## src/rtl/sdram_burst_pkg.sv

```systemverilog
package sdram_burst_pkg;

    localparam int COL_W   = 9;
    localparam int CODE_W  = 3;

    typedef logic [COL_W-1:0]  col_t;
    typedef logic [CODE_W-1:0] code_t;

    localparam code_t CODE_PAGE = 3'b111;

    typedef struct packed {
        logic active;
        logic page;
        logic ilv;
        col_t base;
        col_t mask;
        col_t cnt;
    } burst_state_t;

    // Mask of the address bits that move within one burst.
    function automatic col_t len_mask(code_t code);
        case (code)
            3'b001:    return col_t'(1);
            3'b010:    return col_t'(3);
            3'b011:    return col_t'(7);
            CODE_PAGE: return '1;
            default:   return '0;
        endcase
    endfunction

    // Address of beat cnt within the block selected by mask.
    function automatic col_t beat_addr(col_t base, col_t mask, col_t cnt, logic ilv);
        col_t low;
        low = ilv ? ((base ^ cnt) & mask) : ((base + cnt) & mask);
        return (base & ~mask) | low;
    endfunction

endpackage

```

## src/rtl/sdram_burst_seq.sv

```systemverilog
module sdram_burst_seq
    import sdram_burst_pkg::*;
(
    input  logic         clk,
    input  logic         rst,
    input  logic         start_i,
    input  col_t         start_col_i,
    input  code_t        blen_i,
    input  logic         ilv_i,
    input  logic         term_i,
    output burst_state_t st_o,
    output logic         last_o
);

    burst_state_t st_q;
    logic         at_end;

    assign at_end = !st_q.page && (st_q.cnt == st_q.mask);

    always_ff @(posedge clk) begin
        if (rst) begin
            st_q <= '0;
        end else if (start_i) begin
            st_q.active <= 1'b1;
            st_q.page   <= (blen_i == CODE_PAGE);
            st_q.ilv    <= ilv_i && (blen_i != CODE_PAGE);
            st_q.base   <= start_col_i;
            st_q.mask   <= len_mask(blen_i);
            st_q.cnt    <= '0;
        end else if (term_i) begin
            st_q.active <= 1'b0;
        end else if (st_q.active) begin
            if (at_end) st_q.active <= 1'b0;
            else        st_q.cnt    <= st_q.cnt + col_t'(1);
        end
    end

    assign st_o   = st_q;
    assign last_o = st_q.active && at_end;

    // a terminate without a start stops the burst
    p_term_stop_r8: assert property (@(posedge clk) disable iff (rst)
        term_i && !start_i |=> !st_q.active);

    // full-page bursts never flag a last beat
    p_page_no_last_r7: assert property (@(posedge clk) disable iff (rst)
        st_q.page |-> !last_o);

    // after the last beat the burst is over unless restarted
    p_done_after_last_r3: assert property (@(posedge clk) disable iff (rst)
        last_o && !start_i |=> !st_q.active);

    // a start wins over a terminate in the same cycle
    p_start_wins_r9: assert property (@(posedge clk) disable iff (rst)
        start_i && term_i |=> st_q.active && st_q.cnt == '0);

endmodule

```

## src/rtl/sdram_burst_addr.sv

```systemverilog
module sdram_burst_addr
    import sdram_burst_pkg::*;
(
    input  burst_state_t st_i,
    output col_t         col_o
);

    assign col_o = beat_addr(st_i.base, st_i.mask, st_i.cnt, st_i.ilv);

endmodule

```

## src/rtl/sdram_col_burst.sv

```systemverilog
module sdram_col_burst
    import sdram_burst_pkg::*;
(
    input  logic         clk,
    input  logic         rst,
    input  logic         start_i,
    input  logic [8:0]   start_col_i,
    input  logic [2:0]   blen_i,
    input  logic         ilv_i,
    input  logic         term_i,
    output logic [8:0]   col_o,
    output logic         valid_o,
    output logic         last_o
);

    burst_state_t st;
    col_t         addr;

    sdram_burst_seq u_seq (
        .clk         (clk),
        .rst         (rst),
        .start_i     (start_i),
        .start_col_i (start_col_i),
        .blen_i      (blen_i),
        .ilv_i       (ilv_i),
        .term_i      (term_i),
        .st_o        (st),
        .last_o      (last_o)
    );

    sdram_burst_addr u_addr (
        .st_i  (st),
        .col_o (addr)
    );

    assign col_o   = addr;
    assign valid_o = st.active;

    // first beat shows the captured column
    p_first_beat_r2: assert property (@(posedge clk) disable iff (rst)
        start_i |=> valid_o && col_o == $past(start_col_i));

    // upper bits hold while a burst keeps running
    p_upper_hold_r4: assert property (@(posedge clk) disable iff (rst)
        valid_o && !last_o && !start_i && !term_i |=>
        valid_o && ((col_o & ~st.mask) == ($past(col_o) & ~st.mask)));

    // last only on a valid beat
    p_last_valid_r7: assert property (@(posedge clk) disable iff (rst)
        last_o |-> valid_o);

endmodule

```

## config.mk

```make
export PLATFORM = sky130hd
export DESIGN_NAME = sdram_col_burst
export DESIGN_NICKNAME = d
export VERILOG_FILES = /design/src/rtl/sdram_burst_pkg.sv /design/src/rtl/sdram_burst_seq.sv /design/src/rtl/sdram_burst_addr.sv /design/src/rtl/sdram_col_burst.sv
export SDC_FILE = /design/constraint.sdc
export NUM_CORES = 1
export LEC_CHECK = 0
export CORE_UTILIZATION = 46
export CTS_BUF_LIST = sky130_fd_sc_hd__clkbuf_4
export CTS_CLUSTER_SIZE = 16
export DETAILED_ROUTE_END_ITERATION = 16
export MAX_ROUTING_LAYER = met4
export PLACE_DENSITY = 0.82
export SETUP_SLACK_MARGIN = 0.02
export SLEW_MARGIN = 15
export SYNTH_ARGS = -nofsm -noshare
export SYNTH_HDL_FRONTEND = slang
export SYNTH_SLANG_ARGS = --single-unit
export TNS_END_PERCENT = 50
```

## constraint.sdc

```tcl
create_clock -name clk -period 3.8 [get_ports clk]
set_input_delay 0.57 -clock clk [delete_from_list [all_inputs] [get_ports clk]]
set_output_delay 0.57 -clock clk [all_outputs]
set_load 0.01 [all_outputs]
```

==> results of run 1 <==
-- final cells by class --
type | count | area [µm²]
fillers | 302 | 1227
clock buffers | 3 | 22.52
clock inverters | 1 | 30.03
well taps | 44 | 55.05
repair buffers | 28 | 277.8
multi-input cells | 143 | 975.9
inverters | 9 | 33.78
flip-flops and latches | 24 | 480.5
-- placed cells by master, fill, tap and decap left out, types with 2 or more instances in the layout --
cell type / n
sky130_fd_sc_hd__nor2b_1: 2
sky130_fd_sc_hd__and3_1: 3
sky130_fd_sc_hd__clkdlybuf4s50_1: 27
sky130_fd_sc_hd__xor2_1: 8
sky130_fd_sc_hd__dfxtp_1: 24
sky130_fd_sc_hd__xnor2_1: 6
sky130_fd_sc_hd__ha_1: 9
sky130_fd_sc_hd__nor3_1: 3
sky130_fd_sc_hd__or3_1: 2
sky130_fd_sc_hd__mux2i_1: 10
sky130_fd_sc_hd__nand3_1: 5
sky130_fd_sc_hd__a31oi_1: 2
sky130_fd_sc_hd__o21ai_0: 4
sky130_fd_sc_hd__or4_1: 2
sky130_fd_sc_hd__a21oi_1: 18
sky130_fd_sc_hd__clkbuf_4: 3
sky130_fd_sc_hd__nand4_1: 3
sky130_fd_sc_hd__o31ai_1: 2
sky130_fd_sc_hd__nor2_1: 28
sky130_fd_sc_hd__nand2_1: 11
sky130_fd_sc_hd__o211ai_1: 6
sky130_fd_sc_hd__inv_1: 9
-- cells by family (layout without fill, tap and decap cells) --
family | after synthesis | count (layout)
AND/OR/NAND/NOR | 66 | 66
AO/OA/AOI/OAI | 42 | 42
flip-flops | 24 | 24
buffers and inverters | 17 | 41
XOR/XNOR | 14 | 14
multiplexers | 11 | 11
adder cells (fa/ha/maj) | 10 | 10
-- routing by layer --
| layer | vias to the layer above | part of all wire | GRT usage | wire length [µm] |
|---|---|---|---|---|
| met5 | - | 0 | - | 0 |
| met4 | 0 | 0.012 | 0.07641 | 38 |
| met3 | 6 | 0.032 | 0.01965 | 99 |
| met2 | 30 | 0.48 | 0.3403 | 1485 |
| met1 | 609 | 0.48 | 0.2634 | 1500 |
| li1 | 702 | - | - | - |
-- worst register-to-register path, delay by kind of cell, from the launching register on --
kind	cells	cell delay [ns]
AND/OR/NAND/NOR	3	0.79
flip-flops	1	0.73
AO/OA/AOI/OAI	2	0.26
-- worst paths after layout --
| check | endpoint | slack (ns) |
|---|---|---|
| max | col_o[8] | 0.33 |
| min reg2reg | u_seq.st_o[10]$_SDFFE_PP0P_ | 0.53 |
| min | u_seq.st_o[10]$_SDFFE_PP0P_ | 0.53 |
| max reg2reg | u_seq.st_o[5]$_SDFFE_PP0P_ | 1.97 |
-- power breakdown --
part | internal [mW] | switching [mW]
combinational | 0.0519 | 0.0412
sequential | 0.261 | 0.0106
clock | 0.107 | 0.0817
total | 0.419 | 0.134
-- per-stage QoR --
stage	cell area (µm²)	utilization	cells	hold WS [ns]
2_1_floorplan	1523	-	184	0.4776
3_3_place_gp	1823	0.5875	248	0.4981
3_5_place_dp	1823	0.5875	248	0.5164
4_1_cts	1876	0.6044	252	0.5374
5_1_grt	1876	0.6044	252	0.5670
6_report	1876	0.6044	252	0.5341
==> flow_summary_export.csv, run 1 <==
group,metric,value,unit
setup_path,kind_of_end_point_of_the_critical_path,"output port",
sta,timing.final.ws_setup,0.3313,ns
cells_and_area,antenna_cells_inserted,0,
drt,vias,1347,
sta,setup_viol,0,
synth,synth_seq_cells,24,
power_and_ir_drop,power.total,553.0,µW
synth,synth.mux.area_fraction,0.07313,
sta,totalNegativeSetupSlack,0,ns
setup_path,startpoint,"u_seq.st_o[0]$_SDFFE_PP0P_",
clocking,longest_clk_path_bufs,2,
setup_path,path_cells,"ha_1, inv_1, fa_1, nor2b_1, o31ai_1, a211o_1, o211ai_1, xor2_1, clkdlybuf4s50_1",
synth,synth-seq-area-share,0.3155,
synth,synth_area_per_cell,8.276,µm²
global_routing,via_count_of_the_first_global_routing_pass,1257,
drt,drt_first_pass_iters,4,
drt,dr.first_iter.drc_count,47,
drt,drt-wirelength-per-cell,12.39,µm
clocking,ctsHoldBuffers,0,
synth,synth_edf_count,0,
synth,combinational_family_with_the_most_area_after_synthesis,"simple AND/OR/NAND/NOR gates",
synth,ys.warnings.count,0,
floorplan,die-area,0.003544,mm²
power_and_ir_drop,ir_drop,0.0001871,V
power_and_ir_drop,power_leakage,0.7636,nW
clocking,cts.root.buffer_cell,"sky130_fd_sc_hd__clkbuf_4",
drt,drt.antenna.violating_nets,0,
drt,drcViolationCount,0,
placement,dp_hpwl,2350,µm
synth,synth_top_cell_by_area,"sky130_fd_sc_hd__dfxtp_1",
setup_path,worstReg2RegStart,"u_seq.st_o[16]$_SDFFE_PP0P_",
flow_run,number_of_max_capacitance_violations_reported,0,
clocking,cts_buffers,3,
sta,finalCriticalPeriod,3.469,ns
synth,synth_compound_area_frac,0.1832,
setup_path,crit_fanout,7,
worst_hold_path,worst_hold_path.num_cells,2,
sta,timing_worst_slew_pin_value,0.6332,ns
clocking,tritoncts_clock_tree,"built",
clocking,cts_max_level,1,
setup_path,timing.critical_path.buf_inv,2,
setup_path,cp_slowest_cell,"sky130_fd_sc_hd__clkdlybuf4s50_1",
cells_and_area,nets,236,
setup_path,cp_launch_type,"register",
sta,total_count_of_max_transition_violations_in_the_final_report,0,
setup_path,critPathMaxStageDelay,0.54,ns
synth,post-synth-top-area-fraction,0.3155,
placement,place.gp.congestion,0.8220,
drt,detail_route.vias_per_cell,5.345,
global_routing,grt_start_max_net_pins,19,
clocking,cts_setup_buffers,0,
power_and_ir_drop,power_density,294.9,mW/mm²
sta,unrepaired_setup_endpoints_after_global_routing,"no",
sta,clock-skew-final,0.002883,ns
placement,place_ws,0.7019,ns
synth,post_synthesis_share_of_cell_area_spent_on_xor_and_xnor_gates,0.08053,
floorplan,effective_utilization_at_floorplan,0.4907,
setup_path,ff2ff_path_depth,5,
setup_path,critPathRequiredTime,3.23,ns
synth,synth.top_cells.by_area,"sky130_fd_sc_hd__dfxtp_1 (32%), sky130_fd_sc_hd__ha_1 (7.4%), sky130_fd_sc_hd__nor2_1 (6.9%)",
synth,synthCells,184,
cells_and_area,share_of_post_route_cells_with_drive_strength_above_1,0.05288,
setup_path,timing.critical_path.depth,9,
global_routing,gr-total-overflow,0,
worst_hold_path,holdCritPathClass,"register to register",
floorplan,chipHeight,59.54,µm
cells_and_area,area_growth_from_synthesis_to_final_layout,23.17,%
setup_path,cp.arrival,2.90,ns
outcome,run_status,"finished clean",
synth,synth_simple_gate_area_frac,0.2169,
drt,routed_wirelength,3123,µm
synth,yosys_most_used_dff,"sky130_fd_sc_hd__dfxtp_1",
global_routing,global_route.usage.total,0.2070,
floorplan,num_rows,20,
synth,synth-adder-area-share,0.08710,
synth,synth_common_cells,"sky130_fd_sc_hd__nor2_1 (28), sky130_fd_sc_hd__dfxtp_1 (24), sky130_fd_sc_hd__a21oi_1 (18)",
worst_hold_path,holdCritStartpoint,"u_seq.st_o[10]$_SDFFE_PP0P_",
placement,io_buffers,27,
synth,syn_nets,211,
sta,relSlewSlack,0.5766,
floorplan,ios,28,
sta,fmax,0.2883,GHz
floorplan,die_outline_width,59.54,µm
synth,netlist-cell-type-count,42,
clocking,cts_sinks,24,
clocking,total_of_cells_resized_after_clock_tree_synthesis,0,
sta,timing.final.crit_share,0.9128,
global_routing,grt_pass1_wl,5423,µm
clocking,clkLatencyLatePin,0.32,ns
synth,asyncSetResetFlopFracSynth,0,
global_routing,grt_antenna_before_repair,0,
floorplan,core,0.003103,mm²
sta,hold_viol_final,0,
setup_path,critical-path-top-delay-family,"buffers and inverters",
cells_and_area,largest_register_ffs,24,
synth,synth.cell_area,0.001523,mm²
clocking,clock_transition_at_the_registers_of_the_reported_paths,0.14,ns
synth,most_numerous_cell_in_the_yosys_netlist,"sky130_fd_sc_hd__nor2_1",
setup_path,crit_type,"register to output port",
Note: power is estimated with default switching activity, not from simulation.
==> run 2, diff against run 1 <==
--- a/config.mk
+++ b/config.mk
@@ -5,12 +5,12 @@
 export SDC_FILE = /design/constraint.sdc
 export NUM_CORES = 1
 export LEC_CHECK = 0
-export CORE_UTILIZATION = 46
+export CORE_UTILIZATION = 50
 export CTS_BUF_LIST = sky130_fd_sc_hd__clkbuf_4
 export CTS_CLUSTER_SIZE = 16
 export DETAILED_ROUTE_END_ITERATION = 16
 export MAX_ROUTING_LAYER = met4
-export PLACE_DENSITY = 0.82
+export PLACE_DENSITY = 0.87
 export SETUP_SLACK_MARGIN = 0.02
 export SLEW_MARGIN = 15
 export SYNTH_ARGS = -nofsm -noshare
==> run 2 against run 1 <==
Sequential share of layout area is 0.59 points higher. Via count is 2.2% higher. Combinational power is 2% higher. Critical endpoint unchanged.
==> flow_summary_export.csv, run 2 (synthesis results as in run 1) <==
group,metric,value,unit
setup_path,crit_type,"register to output port",
clocking,cts_setup_buffers,0,
placement,io_buffers,27,
cells_and_area,commonest_non_fill_non_tap_cells_in_the_layout,"sky130_fd_sc_hd__nor2_1 (28), sky130_fd_sc_hd__clkdlybuf4s50_1 (27), sky130_fd_sc_hd__dfxtp_1 (24)",
global_routing,global_route.usage.total,0.2195,
drt,drt_first_pass_iters,4,
setup_path,startpoint,"u_seq.st_o[0]$_SDFFE_PP0P_",
sta,hold_viol_final,0,
placement,dp_hpwl,2393,µm
setup_path,ff2ff_path_depth,5,
cells_and_area,final_common_cell,"sky130_fd_sc_hd__nor2_1",
sta,totalNegativeSetupSlack,0,ns
floorplan,die-area,0.003270,mm²
drt,dr.first_iter.drc_count,49,
clocking,cts_sinks,24,
clocking,tritoncts_clock_tree,"built",
outcome,run_status,"finished clean",
floorplan,chipHeight,57.19,µm
sta,setup_viol,0,
drt,drt.antenna.violating_nets,0,
clocking,cts_max_level,1,
cells_and_area,share_of_post_route_cells_with_drive_strength_above_1,0.04808,
power_and_ir_drop,power.total,481.7,µW
placement,place.gp.congestion,0.9360,
power_and_ir_drop,power_leakage,0.7511,nW
cells_and_area,antenna_cells_inserted,0,
drt,drt-wirelength-per-cell,13.35,µm
floorplan,core,0.002829,mm²
clocking,clkLatencyLatePin,0.32,ns
clocking,cts_buffers,3,
power_and_ir_drop,power_density,262.8,mW/mm²
setup_path,worstReg2RegStart,"u_seq.st_o[16]$_SDFFE_PP0P_",
sta,total_count_of_max_transition_violations_in_the_final_report,0,
cells_and_area,area_growth_from_synthesis_to_final_layout,20.38,%
cells_and_area,nets,236,
global_routing,grt_pass1_wl,5485,µm
sta,unrepaired_setup_endpoints_after_global_routing,"no",
sta,timing_worst_slew_pin_value,0.6104,ns
worst_hold_path,holdCritPathClass,"register to register",
drt,routed_wirelength,3190,µm
floorplan,num_rows,19,
cells_and_area,largest_register_ffs,24,
sta,clock-skew-final,0.004403,ns
setup_path,kind_of_end_point_of_the_critical_path,"output port",
clocking,clock_transition_at_the_registers_of_the_reported_paths,0.13,ns
setup_path,minimum_setup_slack_among_reg_to_reg_paths,2.00,ns
floorplan,ios,28,
global_routing,gr-total-overflow,0,
sta,finalCriticalPeriod,3.420,ns
setup_path,cp_launch_type,"register",
global_routing,grt_antenna_before_repair,0,
drt,vias,1377,
clocking,cts.root.buffer_cell,"sky130_fd_sc_hd__clkbuf_4",
setup_path,cp-endpoint,"col_o[8]",
worst_hold_path,worst_hold_path.num_cells,2,
clocking,ctsHoldBuffers,0,
drt,detail_route.vias_per_cell,5.762,
setup_path,rr_endpoint,"u_seq.st_o[5]$_SDFFE_PP0P_",
sta,relSlewSlack,0.5918,
power_and_ir_drop,ir_drop,0.0002169,V
drt,drcViolationCount,0,
flow_run,number_of_max_capacitance_violations_reported,0,
global_routing,via_count_of_the_first_global_routing_pass,1242,
setup_path,cp.arrival,2.85,ns
floorplan,effective_utilization_at_floorplan,0.5383,
setup_path,crit_fanout,7,
clocking,total_of_cells_resized_after_clock_tree_synthesis,0,
clocking,longest_clk_path_bufs,2,
sta,timing.final.crit_share,0.9001,
floorplan,die_outline_width,57.19,µm
setup_path,critPathRequiredTime,3.23,ns
sta,fmax,0.2924,GHz
global_routing,grt_start_max_net_pins,19,
==> run 2: worst min-delay path by stage <==
stage	start	slack, ns	to
5_1_grt	u_seq.st_o[5]$_SDFFE_PP0P_	0.58	u_seq.st_o[5]$_SDFFE_PP0P_
3_5_place_dp	u_seq.st_o[10]$_SDFFE_PP0P_	0.51	u_seq.st_o[10]$_SDFFE_PP0P_
6_report	u_seq.st_o[10]$_SDFFE_PP0P_	0.53	u_seq.st_o[10]$_SDFFE_PP0P_
4_1_cts	u_seq.st_o[10]$_SDFFE_PP0P_	0.53	u_seq.st_o[10]$_SDFFE_PP0P_
2_1_floorplan	u_seq.st_o[5]$_SDFFE_PP0P_	0.48	u_seq.st_o[5]$_SDFFE_PP0P_
3_3_place_gp	u_seq.st_o[10]$_SDFFE_PP0P_	0.50	u_seq.st_o[10]$_SDFFE_PP0P_
==> run 2: layout make-up <==
class / instances / area [µm²]
clock buffers: 3 / 22.52
clock inverters: 1 / 3.754
fillers: 253 / 996.0
inverters: 9 / 33.78
multi-input cells: 143 / 975.9
flip-flops and latches: 24 / 480.5
well taps: 31 / 38.79
repair buffers: 28 / 277.8
==> run 2: through the flow <==
step / worst slack [ns] / cell area (µm²) / hold slack (ns) / std cells / utilization
after floorplan: 1.326 / 1523 / 0.4776 / 184 / -
after global placement: 0.7984 / 1807 / 0.4971 / 235 / 0.6387
after detailed placement: 0.7451 / 1807 / 0.5106 / 235 / 0.6387
after CTS: 0.3780 / 1833 / 0.5295 / 239 / 0.6479
after global routing: 0.2377 / 1833 / 0.5793 / 239 / 0.6479
final: 0.3795 / 1833 / 0.5268 / 239 / 0.6479
==> run 2: critical path, stage by stage, from the launching register on <==
cell	delay [ns]
sky130_fd_sc_hd__dfxtp_1	0.51
sky130_fd_sc_hd__ha_1	0.22
sky130_fd_sc_hd__inv_1	0.05
sky130_fd_sc_hd__fa_1	0.37
sky130_fd_sc_hd__nor2b_1	0.15
sky130_fd_sc_hd__o31ai_1	0.11
sky130_fd_sc_hd__a211o_1	0.30
sky130_fd_sc_hd__o211ai_1	0.11
sky130_fd_sc_hd__xor2_1	0.16
sky130_fd_sc_hd__clkdlybuf4s50_1	0.54
==> run 2: power breakdown <==
part           switching (mW)  internal [mW]  leakage [nW]
registers              0.0109          0.261         0.196
clock network          0.0769         0.0385        0.0154
logic                  0.0427         0.0519         0.540
total                   0.130          0.351         0.751
==> run 2: layer usage <==
metal,up-vias,wire length [µm],global-route usage,part of all wire
li1,698,-,-,-
met1,647,1567,0.2884,0.49
met2,27,1483,0.3563,0.46
met3,5,111,0.04082,0.035
met4,0,27,0.04181,0.0085
met5,-,0,-,0
